<file path="src/rtl/slotsel_pkg.sv">
package slotsel_pkg;
  localparam int unsigned SLOTS   = 3;
  localparam int unsigned REL_BIT = SLOTS;

  typedef struct packed {
    logic             rel;
    logic [SLOTS-1:0] sel;
  } ctl_word_t;

  localparam ctl_word_t CTL_RESET = '{rel: 1'b0, sel: 3'b001};
endpackage

</file>
<file path="src/rtl/slotsel_guard.sv">
module slotsel_guard
  import slotsel_pkg::*;
#(
  parameter int unsigned NSLOT = SLOTS
) (
  input  logic [NSLOT-1:0] req_sel,
  input  logic [NSLOT-2:0] slot_active,
  output logic             accept
);
  localparam int unsigned CNT_W = $clog2(NSLOT + 1);

  logic [CNT_W-1:0] n_set;
  logic             one_or_none;
  logic             last_ok;

  always_comb begin
    n_set = '0;
    for (int i = 0; i < NSLOT; i++) begin
      n_set = n_set + CNT_W'(req_sel[i]);
    end
  end

  assign one_or_none = (n_set <= CNT_W'(1));
  // the highest slot may be served only behind an activated lower slot
  assign last_ok     = !req_sel[NSLOT-1] || (|slot_active);
  assign accept      = one_or_none && last_ok;
endmodule

</file>
<file path="src/rtl/slotsel_regs.sv">
module slotsel_regs
  import slotsel_pkg::*;
#(
  parameter int unsigned NSLOT = SLOTS
) (
  input  logic             clk,
  input  logic             rst_n,
  input  logic             wr_hit,
  input  logic [NSLOT-1:0] wr_sel,
  input  logic             wr_rel,
  input  logic             accept,
  input  logic [NSLOT-2:0] slot_active,
  output logic [NSLOT-1:0] sel_q,
  output logic             rel_q
);
  localparam logic [NSLOT-1:0] SEL_INIT = NSLOT'(1);

  always_ff @(posedge clk or negedge rst_n) begin
    if (!rst_n) begin
      sel_q <= SEL_INIT;
      rel_q <= 1'b0;
    end else if (wr_hit) begin
      rel_q <= wr_rel;
      if (accept) sel_q <= wr_sel;
    end
  end

  AST_SEL_ONEHOT: assert property (@(posedge clk) disable iff (!rst_n)
    $onehot0(sel_q));
  AST_SEL_HOLD: assert property (@(posedge clk) disable iff (!rst_n)
    !wr_hit |=> ($stable(sel_q) && $stable(rel_q)));
  AST_TOP_SLOT_GATED: assert property (@(posedge clk) disable iff (!rst_n)
    $rose(sel_q[NSLOT-1]) |-> $past(|slot_active));
endmodule

</file>
<file path="src/rtl/slotsel_rdport.sv">
module slotsel_rdport
  import slotsel_pkg::*;
#(
  parameter int unsigned DATA_W = 8,
  parameter int unsigned NSLOT  = SLOTS
) (
  input  logic              clk,
  input  logic              rst_n,
  input  logic              rd_en,
  input  logic              rd_hit,
  input  logic [NSLOT-1:0]  sel_q,
  input  logic              rel_q,
  output logic [DATA_W-1:0] rdata
);
  localparam int unsigned USED_W = NSLOT + 1;

  logic [DATA_W-1:0] word;
  assign word = {{(DATA_W-USED_W){1'b0}}, rel_q, sel_q};

  always_ff @(posedge clk or negedge rst_n) begin
    if (!rst_n)     rdata <= '0;
    else if (rd_en) rdata <= rd_hit ? word : '0;
  end

  AST_UNUSED_ZERO: assert property (@(posedge clk) disable iff (!rst_n)
    rdata[DATA_W-1:USED_W] == '0);
  AST_RD_IDLE_HOLD: assert property (@(posedge clk) disable iff (!rst_n)
    !rd_en |=> $stable(rdata));
endmodule

</file>
<file path="src/rtl/slot_sel_ctrl.sv">
module slot_sel_ctrl
  import slotsel_pkg::*;
#(
  parameter int unsigned ADDR_W   = 4,
  parameter int unsigned DATA_W   = 8,
  parameter int unsigned NSLOT    = SLOTS,
  parameter int unsigned REG_ADDR = 0
) (
  input  logic              clk,
  input  logic              rst_n,
  input  logic [ADDR_W-1:0] bus_addr,
  input  logic [DATA_W-1:0] bus_wdata,
  input  logic              bus_wr,
  input  logic              bus_rd,
  output logic [DATA_W-1:0] bus_rdata,
  input  logic [NSLOT-2:0]  slot_active,
  output logic [NSLOT-1:0]  slot_sel,
  output logic              eng_rst
);
  localparam int unsigned RELEASE_POS = NSLOT;

  logic             addr_hit;
  logic             wr_hit;
  logic             accept;
  logic [NSLOT-1:0] sel_q;
  logic             rel_q;
  logic             unused_wbits;

  assign addr_hit     = (bus_addr == ADDR_W'(REG_ADDR));
  assign wr_hit       = bus_wr && addr_hit;
  assign unused_wbits = ^bus_wdata[DATA_W-1:RELEASE_POS+1];

  slotsel_guard #(.NSLOT(NSLOT)) guard_i (
    .req_sel     (bus_wdata[NSLOT-1:0]),
    .slot_active (slot_active),
    .accept      (accept)
  );

  slotsel_regs #(.NSLOT(NSLOT)) regs_i (
    .clk         (clk),
    .rst_n       (rst_n),
    .wr_hit      (wr_hit),
    .wr_sel      (bus_wdata[NSLOT-1:0]),
    .wr_rel      (bus_wdata[RELEASE_POS]),
    .accept      (accept),
    .slot_active (slot_active),
    .sel_q       (sel_q),
    .rel_q       (rel_q)
  );

  slotsel_rdport #(.DATA_W(DATA_W), .NSLOT(NSLOT)) rdport_i (
    .clk    (clk),
    .rst_n  (rst_n),
    .rd_en  (bus_rd),
    .rd_hit (addr_hit),
    .sel_q  (sel_q),
    .rel_q  (rel_q),
    .rdata  (bus_rdata)
  );

  assign slot_sel = sel_q;
  assign eng_rst  = !rst_n || !rel_q;

  AST_LOCK_HOLDS_RST: assert property (@(posedge clk) disable iff (!rst_n)
    (wr_hit && !bus_wdata[RELEASE_POS]) |=> eng_rst);
  AST_FREE_RUNS: assert property (@(posedge clk) disable iff (!rst_n)
    (wr_hit && bus_wdata[RELEASE_POS]) |=> !eng_rst);
endmodule

</file>
<file path="config.mk">
export PLATFORM = sky130hd
export DESIGN_NAME = slot_sel_ctrl
export DESIGN_NICKNAME = d
export VERILOG_FILES = /design/src/rtl/slotsel_pkg.sv /design/src/rtl/slotsel_guard.sv /design/src/rtl/slotsel_regs.sv /design/src/rtl/slotsel_rdport.sv /design/src/rtl/slot_sel_ctrl.sv
export SDC_FILE = /design/constraint.sdc
export NUM_CORES = 1
export LEC_CHECK = 0
export CORE_AREA = 2 2 39 41
export DETAILED_ROUTE_END_ITERATION = 10
export DIE_AREA = 0 0 41 43
export PLACE_DENSITY_LB_ADDON = 0.08
export SLEW_MARGIN = 20
export SYNTH_ARGS = -nofsm -noshare
export SYNTH_HDL_FRONTEND = slang
export SYNTH_SLANG_ARGS = --single-unit
</file>
<file path="constraint.sdc">
create_clock -name clk -period 1.1 [get_ports clk]
set_input_delay 0.165 -clock clk [delete_from_list [all_inputs] [get_ports clk]]
set_output_delay 0.165 -clock clk [all_outputs]
set_load 0.02 [all_outputs]
</file>
### Yosys cells after proc, flatten, opt, wreduce, memory -nomap -nowiden

Cells that the tools add are included.
W data, S select, Z words.

| word-level totals | value |
|---|---|
| memories kept | 0 |
| bits of input ports | 18 |
| output and inout port bits | 12 |
| latch bits | 0 |
| ROM bits | 0 |
| memory bits (writable) | 0 |
| flip-flop bits (word level) | 12 |
| logic and storage cells | 17 |

| operators by class | value |
|---|---|
| $lt $le $gt $ge | 1 |
| mux-type cells | 1 |
| divide/modulo/power cells | 0 |
| multiply operators | 0 |
| shift operators | 0 |
| equal/unequal tests | 0 |
| reductions and logical operators | 10 |
| bitwise logic cells | 0 |
| add/subtract/negate cells | 2 |

Operator list:

| cell | number |
|---|---|
| $logic_not A4 Y1 | 1 |
| $mux W4 | 1 |
| $logic_not A1 Y1 | 3 |
| $add A1 B1 Y2 | 1 |
| $add A2 B1 Y2 | 1 |
| $le A2 B1 Y1 const B | 1 |
| $logic_and A1 B1 Y1 | 2 |
| $logic_or A1 B1 Y1 | 2 |
| $reduce_and A2 Y1 | 1 |
| $reduce_or A2 Y1 | 1 |

### Longest topological paths before layout

Gate-level depths: netlist of run 1.

| depth | value |
|---|---|
| depth after elaboration | 5 |
| depth in mapped cells | 4 |
| depth with buffers taken out | 4 |

### By module

A second synthesis of run 1 with hierarchy kept.

| unflattened totals | value |
|---|---|
| cells, all modules | 36 |
| area total of the unflattened synthesis | 406.6 µm² |

Modules (own cells, without submodules):

| module | cells each | sequential area each (µm²) | area each (µm²) | instances |
|---|---|---|---|---|
| slotsel_rdport | 21 | 100.1 | 188.9 | 1 |
| slotsel_regs | 9 | 101.3 | 163.9 | 1 |
| slotsel_guard | 3 | 0.0 | 31.3 | 1 |
| slot_sel_ctrl | 3 | 0.0 | 22.5 | 1 |

### Worst setup path before layout of run 1

OpenSTA, ideal clock, no wires.

| path | value |
|---|---|
| path type | input -> register |
| from | in bus_wdata[0] |
| to | reg regs_i.sel_q[1] |
| arrival | 1.003 ns |
| buffers on the path | 0 |
| stages | 4 |
| path slack | -0.028 ns |
| required time | 0.975 ns |
| cells stage by stage | ha_1 -> a21oi_1 -> nand4_2 -> mux2_2 |

| on the way | value |
|---|---|
| word-level cells in the longest chain between the ends | 5 |

RTL lines:

| element | line | text |
|---|---|---|
| start, declared | slot_sel_ctrl.sv:12 | `input logic [DATA_W-1:0] bus_wdata,` |
| $add A1 B1 Y2 | slotsel_guard.sv:19 | `n_set = n_set + CNT_W'(req_sel[i]);` |
| $add A2 B1 Y2 | slotsel_guard.sv:19 |  |
| $le A2 B1 Y1 | slotsel_guard.sv:23 | `assign one_or_none = (n_set <= CNT_W'(1));` |
| $logic_and A1 B1 Y1 | slotsel_guard.sv:26 | `assign accept = one_or_none && last_ok;` |
| $reduce_and A2 Y1 (no line) | -- |  |
| end signal, assigned | slotsel_regs.sv:24 | `if (accept) sel_q <= wr_sel;` |
| end, declared | slotsel_regs.sv:13 | `output logic [NSLOT-1:0] sel_q,` |

Every way passes these cells.
A chain may end at the register's enable or synchronous reset.

### Worst setup path in the final report of run 1

| path | value |
|---|---|
| from | in slot_active[0] |
| to | reg regs_i.sel_q[1] |

| on the way | value |
|---|---|
| word-level cells in the longest chain between the ends | 4 |

RTL lines:

| element | line | text |
|---|---|---|
| start, declared | slot_sel_ctrl.sv:16 | `input logic [NSLOT-2:0] slot_active,` |
| $reduce_or A2 Y1 | slotsel_guard.sv:25 | `assign last_ok = !req_sel[NSLOT-1] \|\| (\|slot_active);` |
| $logic_or A1 B1 Y1 | slotsel_guard.sv:25 |  |
| $logic_and A1 B1 Y1 | slotsel_guard.sv:26 |  |
| $reduce_and A2 Y1 (no line) | -- |  |

Every way passes these cells.

==> results of run 1 <==
metrics by stage:
stage                     hold slack (ns)  TNS [ns]
after CTS                           0.196         0
after detailed placement            0.499     -3.67
after global routing                0.197         0
after floorplan                    -0.131   -0.0251
final                               0.203         0
after global placement              0.487     -3.41
flip-flops by register name, summed over array words and instances (netlist names):
register and cells:
regs_i.rel_q 1, regs_i.sel_q 3, rdport_i.rdata 4
final cells by class:
cell class              instances  area, sq um
well taps                      16         20.0
clock buffers                   4         26.3
fillers                       141          704
multi-input cells              20          216
flip-flops and latches          8          201
repair buffers                 28          211
inverters                       1         3.75
worst register-to-register path, delay by kind of cell (launching register included):
kind,cells,cell delay [ns]
flip-flops,1,0.38
buffers and inverters,1,0.14
multiplexers,1,0.25
cells by family after synthesis:
logic type,after synthesis,share of synthesized area
flops,8,0.511
simple gates,6,0.146
compound gates,5,0.102
buf+inv,5,0.0857
mux,4,0.114
fa+ha+maj,1,0.0317
other cells,1,0.00951
timing repair:
action | in CTS | in global routing
endpoints found under the setup margin | 16 | 9
resized for setup | 47 | 9
pin swaps | 5 | 3
setup buffers | 1 | 0
report_power, final:
| part | leakage (nW) | switching (mW) | total (mW) | internal [mW] |
|---|---|---|---|---|
| logic | 0.219 | 0.134 | 0.300 | 0.166 |
| registers | 0.104 | 0.0214 | 0.359 | 0.337 |
| clock network | 0.0150 | 0.101 | 0.240 | 0.139 |
Yosys cell counts:
| cell type | instances |
|---|---|
| sky130_fd_sc_hd__dfrtp_1 | 7 |
| sky130_fd_sc_hd__a22o_1 | 4 |
| sky130_fd_sc_hd__buf_4 | 4 |
| sky130_fd_sc_hd__mux2_2 | 4 |
| sky130_fd_sc_hd__nand2_1 | 2 |
| sky130_fd_sc_hd__a21oi_1 | 1 |
| sky130_fd_sc_hd__and2_2 | 1 |
| sky130_fd_sc_hd__conb_1 | 1 |
| sky130_fd_sc_hd__dfstp_2 | 1 |
| sky130_fd_sc_hd__ha_1 | 1 |
| sky130_fd_sc_hd__inv_1 | 1 |
| sky130_fd_sc_hd__nand4_2 | 1 |
| sky130_fd_sc_hd__nor4_4 | 1 |
| sky130_fd_sc_hd__or3b_1 | 1 |
how the worst max path moves through the flow:
stage / slack [ns] / start / endpoint
3_5_place_dp: -0.54 / bus_wdata[0] / regs_i.sel_q[1]$_DFFE_PN0P_
2_1_floorplan: -0.01 / slot_active[1] / regs_i.sel_q[1]$_DFFE_PN0P_
3_3_place_gp: -0.49 / bus_wdata[2] / regs_i.sel_q[1]$_DFFE_PN0P_
5_1_grt: 0.005 / regs_i.sel_q[2]$_DFFE_PN0P_ / slot_sel[2]
6_report: 0.02 / slot_active[0] / regs_i.sel_q[1]$_DFFE_PN0P_
4_1_cts: 0.002 / rdport_i.rdata[3]$_DFFE_PN0P_ / bus_rdata[3]
per-layer routing:
layer  GRT usage  routed length [um]  share of wire  vias to the layer above
li1            -                   -              -                      161
met4       0.120                  19          0.021                        0
met2       0.178                 474           0.53                       15
met5           0                   0              0                        -
met3      0.0157                  54          0.060                        2
met1       0.139                 344           0.39                      150
==> metrics.txt, run 1 <==
total overflow reported by the global router=0; via count normalized by instance count=4.26; post-cts hold buffer count=0; Synth Cell Area=394 sq um; post-route fraction of the period consumed by the critical path=0.977; total placed instance area=654 sq um; clock latency on the worst-skew pair=0.25 ns; number of cell instances on the worst register-to-register path=2; number of H-tree levels=1; RSZ-0062 raised after global routing=false; number of detailed-route iterations in the first pass=2; highest clock frequency the design can meet=0.930 GHz; Non-Filler Cell Area, Final=679 sq um; die boundary width=41 um; register area share after synthesis=0.511; Die H=43 um; initial core utilization=0.285; final design utilization=0.491; total wirelength of the detailed-routed design=893 um; Final setup viols=0; synthesis-stage register bit count=8; Clk Tree Root Cell=sky130_fd_sc_hd__clkbuf_4; crit start category=input port; Crit Path Category=in2reg; initial antenna violation count=0; pwr/cell area=1320 mW/mm^2; clock net sink count=8; area share of the leading cell type in the synthesized netlist=0.444; # IOs=30; Worst Hold Depth=2; max-cap violations=0; family of cells with the greatest summed delay on the critical path=simple AND/OR/NAND/NOR gates; Wirelength per Cell=11.6 um; DRC errors left=0; number of buffers added by the clock tree synthesis step=3; final worst-path setup slack=0.0250 ns; destination of the worst hold path=regs_i.sel_q[2]$_DFFE_PN0P_; DIE AREA=0.00176 sq mm; total number of placement rows=14; wire length of the first global-routing pass=1.37 mm; worst r2r src=regs_i.rel_q$_DFFE_PN0P_; Leakage=0.338 nW; Max Transition Viols Final=0; fin nets=81; Cells after DPL=72; class of the tightest hold or removal check=in2reg; commonest non-fill, non-tap cells in the layout=sky130_fd_sc_hd__clkbuf_2, sky130_fd_sc_hd__buf_4, sky130_fd_sc_hd__dfrtp_1; Levels on crit path=4; overall via count from detail_route=328; number of diodes=0; via count of the first global-routing pass=343; share of layout cells above drive strength 1=0.557; kind of end point of the critical path=flop; mean instance size in the synthesized netlist=13.1 sq um; HPWL after detailed placement=745 um; total track usage=0.121; Synth area leaders=sky130_fd_sc_hd__dfrtp_1, sky130_fd_sc_hd__mux2_2, sky130_fd_sc_hd__a22o_1; critical-path cell with the highest stage delay=sky130_fd_sc_hd__or3b_4; number of buffers inserted by port buffering=21; sequence of cells on the critical path=dlygate4sd2_1 > or3b_4 > nand4_4 > mux2_4; TritonCTS clock tree=done; antenna violation net count after detailed routing=0; largest net degree at the start of global routing=9; Gate Count Post-Synth=30; Starting DRT DRC Count=4; final cell count without fillers=77; minimum period implied by the final worst setup slack=1.08 ns; Final GP Congestion=0.682; maximum count of clock buffers along a single path=2; cell type with the highest aggregate area in the netlist=sky130_fd_sc_hd__dfrtp_1; highest net fanout along the worst path=3; Std-Cell Core Area=0.00138 sq mm; Reg2Reg Setup Slack=0.22 ns; Worst EP required=1.24 ns; clock tree skew after final layout=0.0000712 ns; run status=complete, no violations; capture instance of the worst register-to-register path=regs_i.rel_q$_DFFE_PN0P_; Bufs and invs on worst path=1; Crit path largest cell delay=0.40 ns; clock slew at the register clock pins of the worst setup and hold paths=0.06 ns; Netlist cell types=14; Hold Violations, Final=0; signed area change from the synthesized netlist to the final layout=72.4%; total power of the final layout=900 uW; Setup WS pre-CTS=-0.544 ns; worst endpoint data arrival time=1.21 ns; startpoint of the worst hold path=bus_wdata[2]; largest vdd supply drop=464 uV; count of warnings emitted by yosys=0
Power figures use the tool's default switching activity.
==> run 2: changes to the inputs <==
Settings changed: CTS_BUF_LIST set to sky130_fd_sc_hd__clkbuf_8, CTS_CLUSTER_DIAMETER set to 30.
==> run 2 against run 1 <==
Sequential power is essentially flat. Cell count unchanged. Register-to-register slack about the same. Critical path depth down 3. Critical endpoint is now bus_rdata[1]. Setup slack gained 0.0051 ns. Combinational power decreased by 6%. Clock skew about the same. Maximum frequency increased by 0.48%. Hold slack gained 0.029 ns. Global-route usage increased by 0.91 points.
==> metrics.txt, run 2 (synthesis results as in run 1) <==
run status=complete, no violations; clock slew at the register clock pins of the worst setup and hold paths=0.04 ns (-0.02 ns); worst endpoint data arrival time=0.90 ns (-0.31 ns); maximum count of clock buffers along a single path=2 (unchanged); Hold Violations, Final=0 (unchanged); Wirelength per Cell=11.5 um (-0.45%); post-route fraction of the period consumed by the critical path=0.973 (-0.00466); register with the most flip-flops=rdport_i.rdata; initial antenna violation count=0 (unchanged); Leakage=0.345 nW (+2.1%); total track usage=0.131 (+0.00911); kind of end point of the critical path=primary output; highest clock frequency the design can meet=0.935 GHz (+0.48%); share of layout cells above drive strength 1=0.459 (-0.0984); crit start category=flop; max-cap violations=0 (unchanged); overall via count from detail_route=329 (+0.30%); number of buffers added by the clock tree synthesis step=3 (unchanged); # IOs=30 (unchanged); net switching power=261 uW (+1.5%); initial core utilization=0.285 (unchanged); Final setup viols=0 (unchanged); DRC errors left=0 (unchanged); Crit path largest cell delay=0.37 ns (-0.03 ns); total area of multi-input combinational cells=205 sq um (-5.2%); Worst EP required=0.94 ns (-0.30 ns); antenna violation net count after detailed routing=0 (unchanged); minimum period implied by the final worst setup slack=1.07 ns (-0.00512 ns); internal power=732 uW (+14%); number of diodes=0 (unchanged); wire length of the first global-routing pass=1.43 mm (+4.0%); Combinational Power Share=0.285 (-0.049); Starting DRT DRC Count=2 (-2); class of the tightest hold or removal check=in2reg; commonest non-fill, non-tap cells in the layout=sky130_fd_sc_hd__buf_4, sky130_fd_sc_hd__dfrtp_1, sky130_fd_sc_hd__clkdlybuf4s15_1; Clk Tree Root Cell=sky130_fd_sc_hd__clkbuf_8; HPWL after detailed placement=745 um (unchanged); TritonCTS clock tree=done; fin nets=81 (unchanged); total wirelength of the detailed-routed design=889 um (-0.45%); Max Transition Viols Final=0 (unchanged); clock power share=0.355 (+0.088); Die H=43 um (unchanged); number of H-tree levels=1 (unchanged); number of buffers inserted by port buffering=21 (unchanged); DIE AREA=0.00176 sq mm (unchanged); die boundary width=41 um (unchanged); clock net sink count=8 (unchanged); clock tree skew after final layout=0.000247 ns (+0.000176 ns); biggest regs=rdport_i.rdata (4), regs_i.sel_q (3), regs_i.rel_q (1); total power of the final layout=993 uW (+10%); via count of the first global-routing pass=331 (-3.5%); RSZ-0062 raised after global routing=false; Hold Worst Slack=0.232 ns (+0.0290 ns); total number of placement rows=14 (unchanged); Std-Cell Core Area=0.00138 sq mm (unchanged); family of cells with the greatest summed delay on the critical path=flip-flops; critical-path cell with the highest stage delay=sky130_fd_sc_hd__dfrtp_1; switching part of the total=0.263 (-0.0229); signed area change from the synthesized netlist to the final layout=78.7%; clock latency on the worst-skew pair=0.22 ns (-0.03 ns); Final GP Congestion=0.682 (unchanged); Crit Path Category=reg2out; Fill cells=130 (-7.8%); storage element area=201 sq um (unchanged); total overflow reported by the global router=0 (unchanged); largest net degree at the start of global routing=9 (unchanged); sequence of cells on the critical path=dlygate4sd2_1; number of detailed-route iterations in the first pass=2 (unchanged); largest vdd supply drop=671 uV (+45%); Bufs and invs on worst path=1 (unchanged); Seq pwr share=0.360 (-0.039); via count normalized by instance count=4.27 (+0.30%); flip-flop count of the largest register after layout=4 (unchanged); highest net fanout along the worst path=2 (-1); pwr/cell area=1410 mW/mm^2 (+6.5%)
-- run 2: cell types whose count changed in the layout (fill, tap and decap cells not counted), sizes merged --
cell           change
clkbuf             -6
clkdlybuf4s15      +5
inv                +1
-- run 2: per-stage QoR --
stage,setup TNS [ns],area (sq um),setup slack [ns],instances,util
2_1_floorplan,-0.0251,409,-0.0125,33,-
3_3_place_gp,-3.41,654,-0.491,72,0.473
3_5_place_dp,-3.67,654,-0.544,72,0.473
4_1_cts,-0.00219,696,-0.00219,77,0.503
5_1_grt,0,704,0.00499,77,0.509
6_report,0,704,0.0301,77,0.509
-- run 2: worst paths after layout --
check	startpoint	to	slack, ns	cells after the start
worst max-delay path	rdport_i.rdata[1]$_DFFE_PN0P_	bus_rdata[1]	0.03	1
worst min-delay path	bus_wdata[0]	regs_i.sel_q[0]$_DFFE_PN1P_	0.23	2
worst max register to register	regs_i.rel_q$_DFFE_PN0P_	regs_i.rel_q$_DFFE_PN0P_	0.21	2
worst min register to register	rdport_i.rdata[3]$_DFFE_PN0P_	rdport_i.rdata[3]$_DFFE_PN0P_	0.51	1
max in group asynchronous	rst_n	regs_i.sel_q[0]$_DFFE_PN1P_	0.63	2
min in group asynchronous	rst_n	rdport_i.rdata[2]$_DFFE_PN0P_	0.26	2
-- run 2: power groups by stage --
stage,combinational (mW),clock (mW),sequential [mW]
final,0.282,0.353,0.358
after global placement,0.294,0,0.360
after detailed placement,0.301,0,0.363
after floorplan,0.0790,0,0.401
after CTS,0.280,0.363,0.357
after global routing,0.304,0.384,0.363
-- run 2: cell type report --
cell class,instances,area share
multi-input cells,20,0.291
clock inverters,1,0.00533
clock buffers,3,0.0586
well taps,16,0.0284
repair buffers,28,0.325
flip-flops and latches,8,0.286
inverters,1,0.00533
-- run 2: per-layer routing --
layer,vias up,track usage,part of all wire
met4,0,0.120,0.016
met3,2,0.0471,0.057
met5,-,0,0
met2,15,0.181,0.55
met1,149,0.145,0.37
li1,163,-,-
-- run 2: worst reg2reg max path, stage by stage, from the launching register on --
cell and delay, ns:
sky130_fd_sc_hd__dfrtp_1 0.38, sky130_fd_sc_hd__buf_4 0.14, sky130_fd_sc_hd__mux2_2 0.26
-- run 2: repair_timing --
item                                   4_1_cts  5_1_grt
setup endpoints to repair                   16        8
hold buffers                                 0        0
pin swaps                                    5        2
resized for setup                           36       10
endpoints found under the hold margin        0        0
buffers inserted                             1        0
==> run 3: changes to the inputs <==
Settings changed: CORE_AREA 2 2 39 41 to 5 5 42 44, DIE_AREA 0 0 41 43 to 0 0 47 49, SKIP_LAST_GASP set to 1.
==> run 3 against run 2 <==
Combinational power barely moved. Clock-buffer cell count stayed put. Highest routed layer unchanged. Die area up 31%. Critical path type is now in2reg.
==> metrics.txt, run 3 (synthesis results as in run 1) <==
Die H=49 um (+14%); biggest regs=rdport_i.rdata (4), regs_i.sel_q (3), regs_i.rel_q (1); number of H-tree levels=1 (unchanged); Cells after DPL=73 (+1.4%); clock latency on the worst-skew pair=0.23 ns (about the same); Reg2Reg Setup Slack=0.21 ns (about the same); total number of placement rows=14 (unchanged); flip-flop count of the largest register after layout=4 (unchanged); overall via count from detail_route=339 (+3.0%); capture instance of the worst register-to-register path=regs_i.sel_q[2]$_DFFE_PN0P_; max-cap violations=0 (unchanged); switching part of the total=0.264 (+0.00120); total wirelength of the detailed-routed design=940 um (+5.7%); number of diodes=0 (unchanged); DIE AREA=0.00230 sq mm (+31%); sequence of cells on the critical path=dlygate4sd2_1 > or3b_4 > nand4_4 > mux2_4; post-route fraction of the period consumed by the critical path=0.988 (+0.0151); via count normalized by instance count=4.35 (+1.7%); total overflow reported by the global router=0 (unchanged); Clk Tree Root Cell=sky130_fd_sc_hd__clkbuf_8; final cell count without fillers=78 (+1.3%); launch point of the worst path=slot_active[0]; initial core utilization=0.281 (-0.00356); total area of multi-input combinational cells=205 sq um (unchanged); Crit Path Category=in2reg; Hold Violations, Final=0 (unchanged); number of buffers inserted by port buffering=21 (unchanged); internal power=734 uW (+0.25%); Combinational Power Share=0.285 (about the same); highest net fanout along the worst path=3 (+1); net switching power=263 uW (+0.87%); fin nets=82 (+1.2%); maximum count of clock buffers along a single path=2 (unchanged); # IOs=30 (unchanged); largest net degree at the start of global routing=9 (unchanged); minimum period implied by the final worst setup slack=1.09 ns (+0.0166 ns); highest clock frequency the design can meet=0.920 GHz (-1.5%); antenna violation net count after detailed routing=0 (unchanged); TritonCTS clock tree=done; final worst-path setup slack=0.0136 ns (-0.0166 ns); Final setup viols=0 (unchanged); RSZ-0062 raised after global routing=true; Std-Cell Core Area=0.00140 sq mm (+1.3%); Seq pwr share=0.359 (about the same); worst endpoint data arrival time=1.19 ns (+0.29 ns); class of the tightest hold or removal check=in2reg; worst r2r src=regs_i.sel_q[2]$_DFFE_PN0P_; clock net sink count=8 (unchanged); Crit path largest cell delay=0.37 ns (about the same); Leakage=0.347 nW (+0.59%); number of cell instances on the worst register-to-register path=2 (unchanged); clock slew at the register clock pins of the worst setup and hold paths=0.04 ns (about the same); initial antenna violation count=0 (unchanged); critical-path cell with the highest stage delay=sky130_fd_sc_hd__or3b_4; Starting DRT DRC Count=0 (-2); pwr/cell area=1390 mW/mm^2 (-1.5%); Max Transition Viols Final=0 (unchanged); number of detailed-route iterations in the first pass=1 (-1); share of layout cells above drive strength 1=0.452 (-0.00740); wire length of the first global-routing pass=1.59 mm (+11%); largest vdd supply drop=804 uV (+20%); Fill cells=139 (+6.9%); via count of the first global-routing pass=389 (+18%); Final GP Congestion=0.718 (+5.3%); HPWL after detailed placement=823 um (+11%); signed area change from the synthesized netlist to the final layout=82.2%; Worst EP required=1.20 ns (+0.26 ns); commonest non-fill, non-tap cells in the layout=sky130_fd_sc_hd__clkdlybuf4s15_1, sky130_fd_sc_hd__buf_4, sky130_fd_sc_hd__dfrtp_1; run status=complete, no violations; total track usage=0.0972 (-0.0334); kind of end point of the critical path=flop; clock tree skew after final layout=0.00421 ns (+0.00397 ns); Wirelength per Cell=12.1 um (+4.4%); clock power share=0.356 (about the same); storage element area=201 sq um (unchanged); crit start category=input port; number of buffers added by the clock tree synthesis step=3 (unchanged); DRC errors left=0 (unchanged); die boundary width=47 um (+15%); register with the most flip-flops=rdport_i.rdata; Critical path destination=regs_i.sel_q[2]$_DFFE_PN0P_; Setup WS pre-CTS=-0.544 ns (-0.0000260 ns)
run 3: changes by cell type in the layout (fill, tap and decap cells not counted), sizes merged:
cell and change:
clkdlybuf4s15 +2, dlygate4sd2 -1
run 3: final cells by class:
| type | count | share of cell area |
|---|---|---|
| clock buffers | 3 | 0.0575 |
| clock inverters | 1 | 0.00523 |
| inverters | 1 | 0.00523 |
| multi-input cells | 20 | 0.286 |
| flip-flops and latches | 8 | 0.280 |
| well taps | 16 | 0.0279 |
| repair buffers | 29 | 0.338 |
run 3: critical path, delay by kind of cell:
| family | cells | cell delay [ns] |
|---|---|---|
| buffers and inverters | 1 | 0.23 |
| muxes | 1 | 0.31 |
| and+or+nand+nor | 2 | 0.49 |
run 3: what timing repair did:
item                       4_1_cts  5_1_grt
hold buffers                     0        0
setup endpoints to repair       16        9
gates resized for setup         33       12
pin swaps                        5        3
buffers inserted                 1        0
run 3: power by group through the flow:
stage | clock, mW | sequential, mW | combinational, mW
floorplan | 0 | 0.401 | 0.0790
CTS | 0.365 | 0.358 | 0.284
global route | 0.390 | 0.362 | 0.308
global placement | 0 | 0.360 | 0.297
finish | 0.355 | 0.358 | 0.284
detailed placement | 0 | 0.363 | 0.301
run 3: how the worst min path moves through the flow:
stage | from | to | slack (ns) | depth (start not counted)
final | bus_wdata[0] | regs_i.sel_q[0]$_DFFE_PN1P_ | 0.23 | 2
after global placement | rst_n | rdport_i.rdata[3]$_DFFE_PN0P_ | 0.49 | 2
after floorplan | rst_n | rdport_i.rdata[0]$_DFFE_PN0P_ | -0.13 | 0
after detailed placement | rst_n | regs_i.rel_q$_DFFE_PN0P_ | 0.50 | 2
after CTS | bus_wdata[0] | regs_i.sel_q[0]$_DFFE_PN1P_ | 0.22 | 2
after global routing | bus_wdata[0] | regs_i.sel_q[0]$_DFFE_PN1P_ | 0.22 | 2
run 3: per-stage QoR:
step	hold slack [ns]	power [mW]	utilization	cell area, sq um	TNS (ns)
3_3_place_gp	0.487	0.657	0.472	662	-3.43
6_report	0.226	0.997	0.513	718	0
2_1_floorplan	-0.131	0.480	-	409	-0.0251
5_1_grt	0.224	1.06	0.513	718	-0.0107
4_1_cts	0.221	1.01	0.504	707	-0.150
3_5_place_dp	0.495	0.664	0.472	662	-3.66
run 3: metal layers:
layer,up-vias,track usage,share of wire
li1,162,-,-
met1,159,0.0921,0.34
met2,16,0.170,0.55
met3,2,0.0221,0.084
met4,0,0.0691,0.024
met5,-,0,0
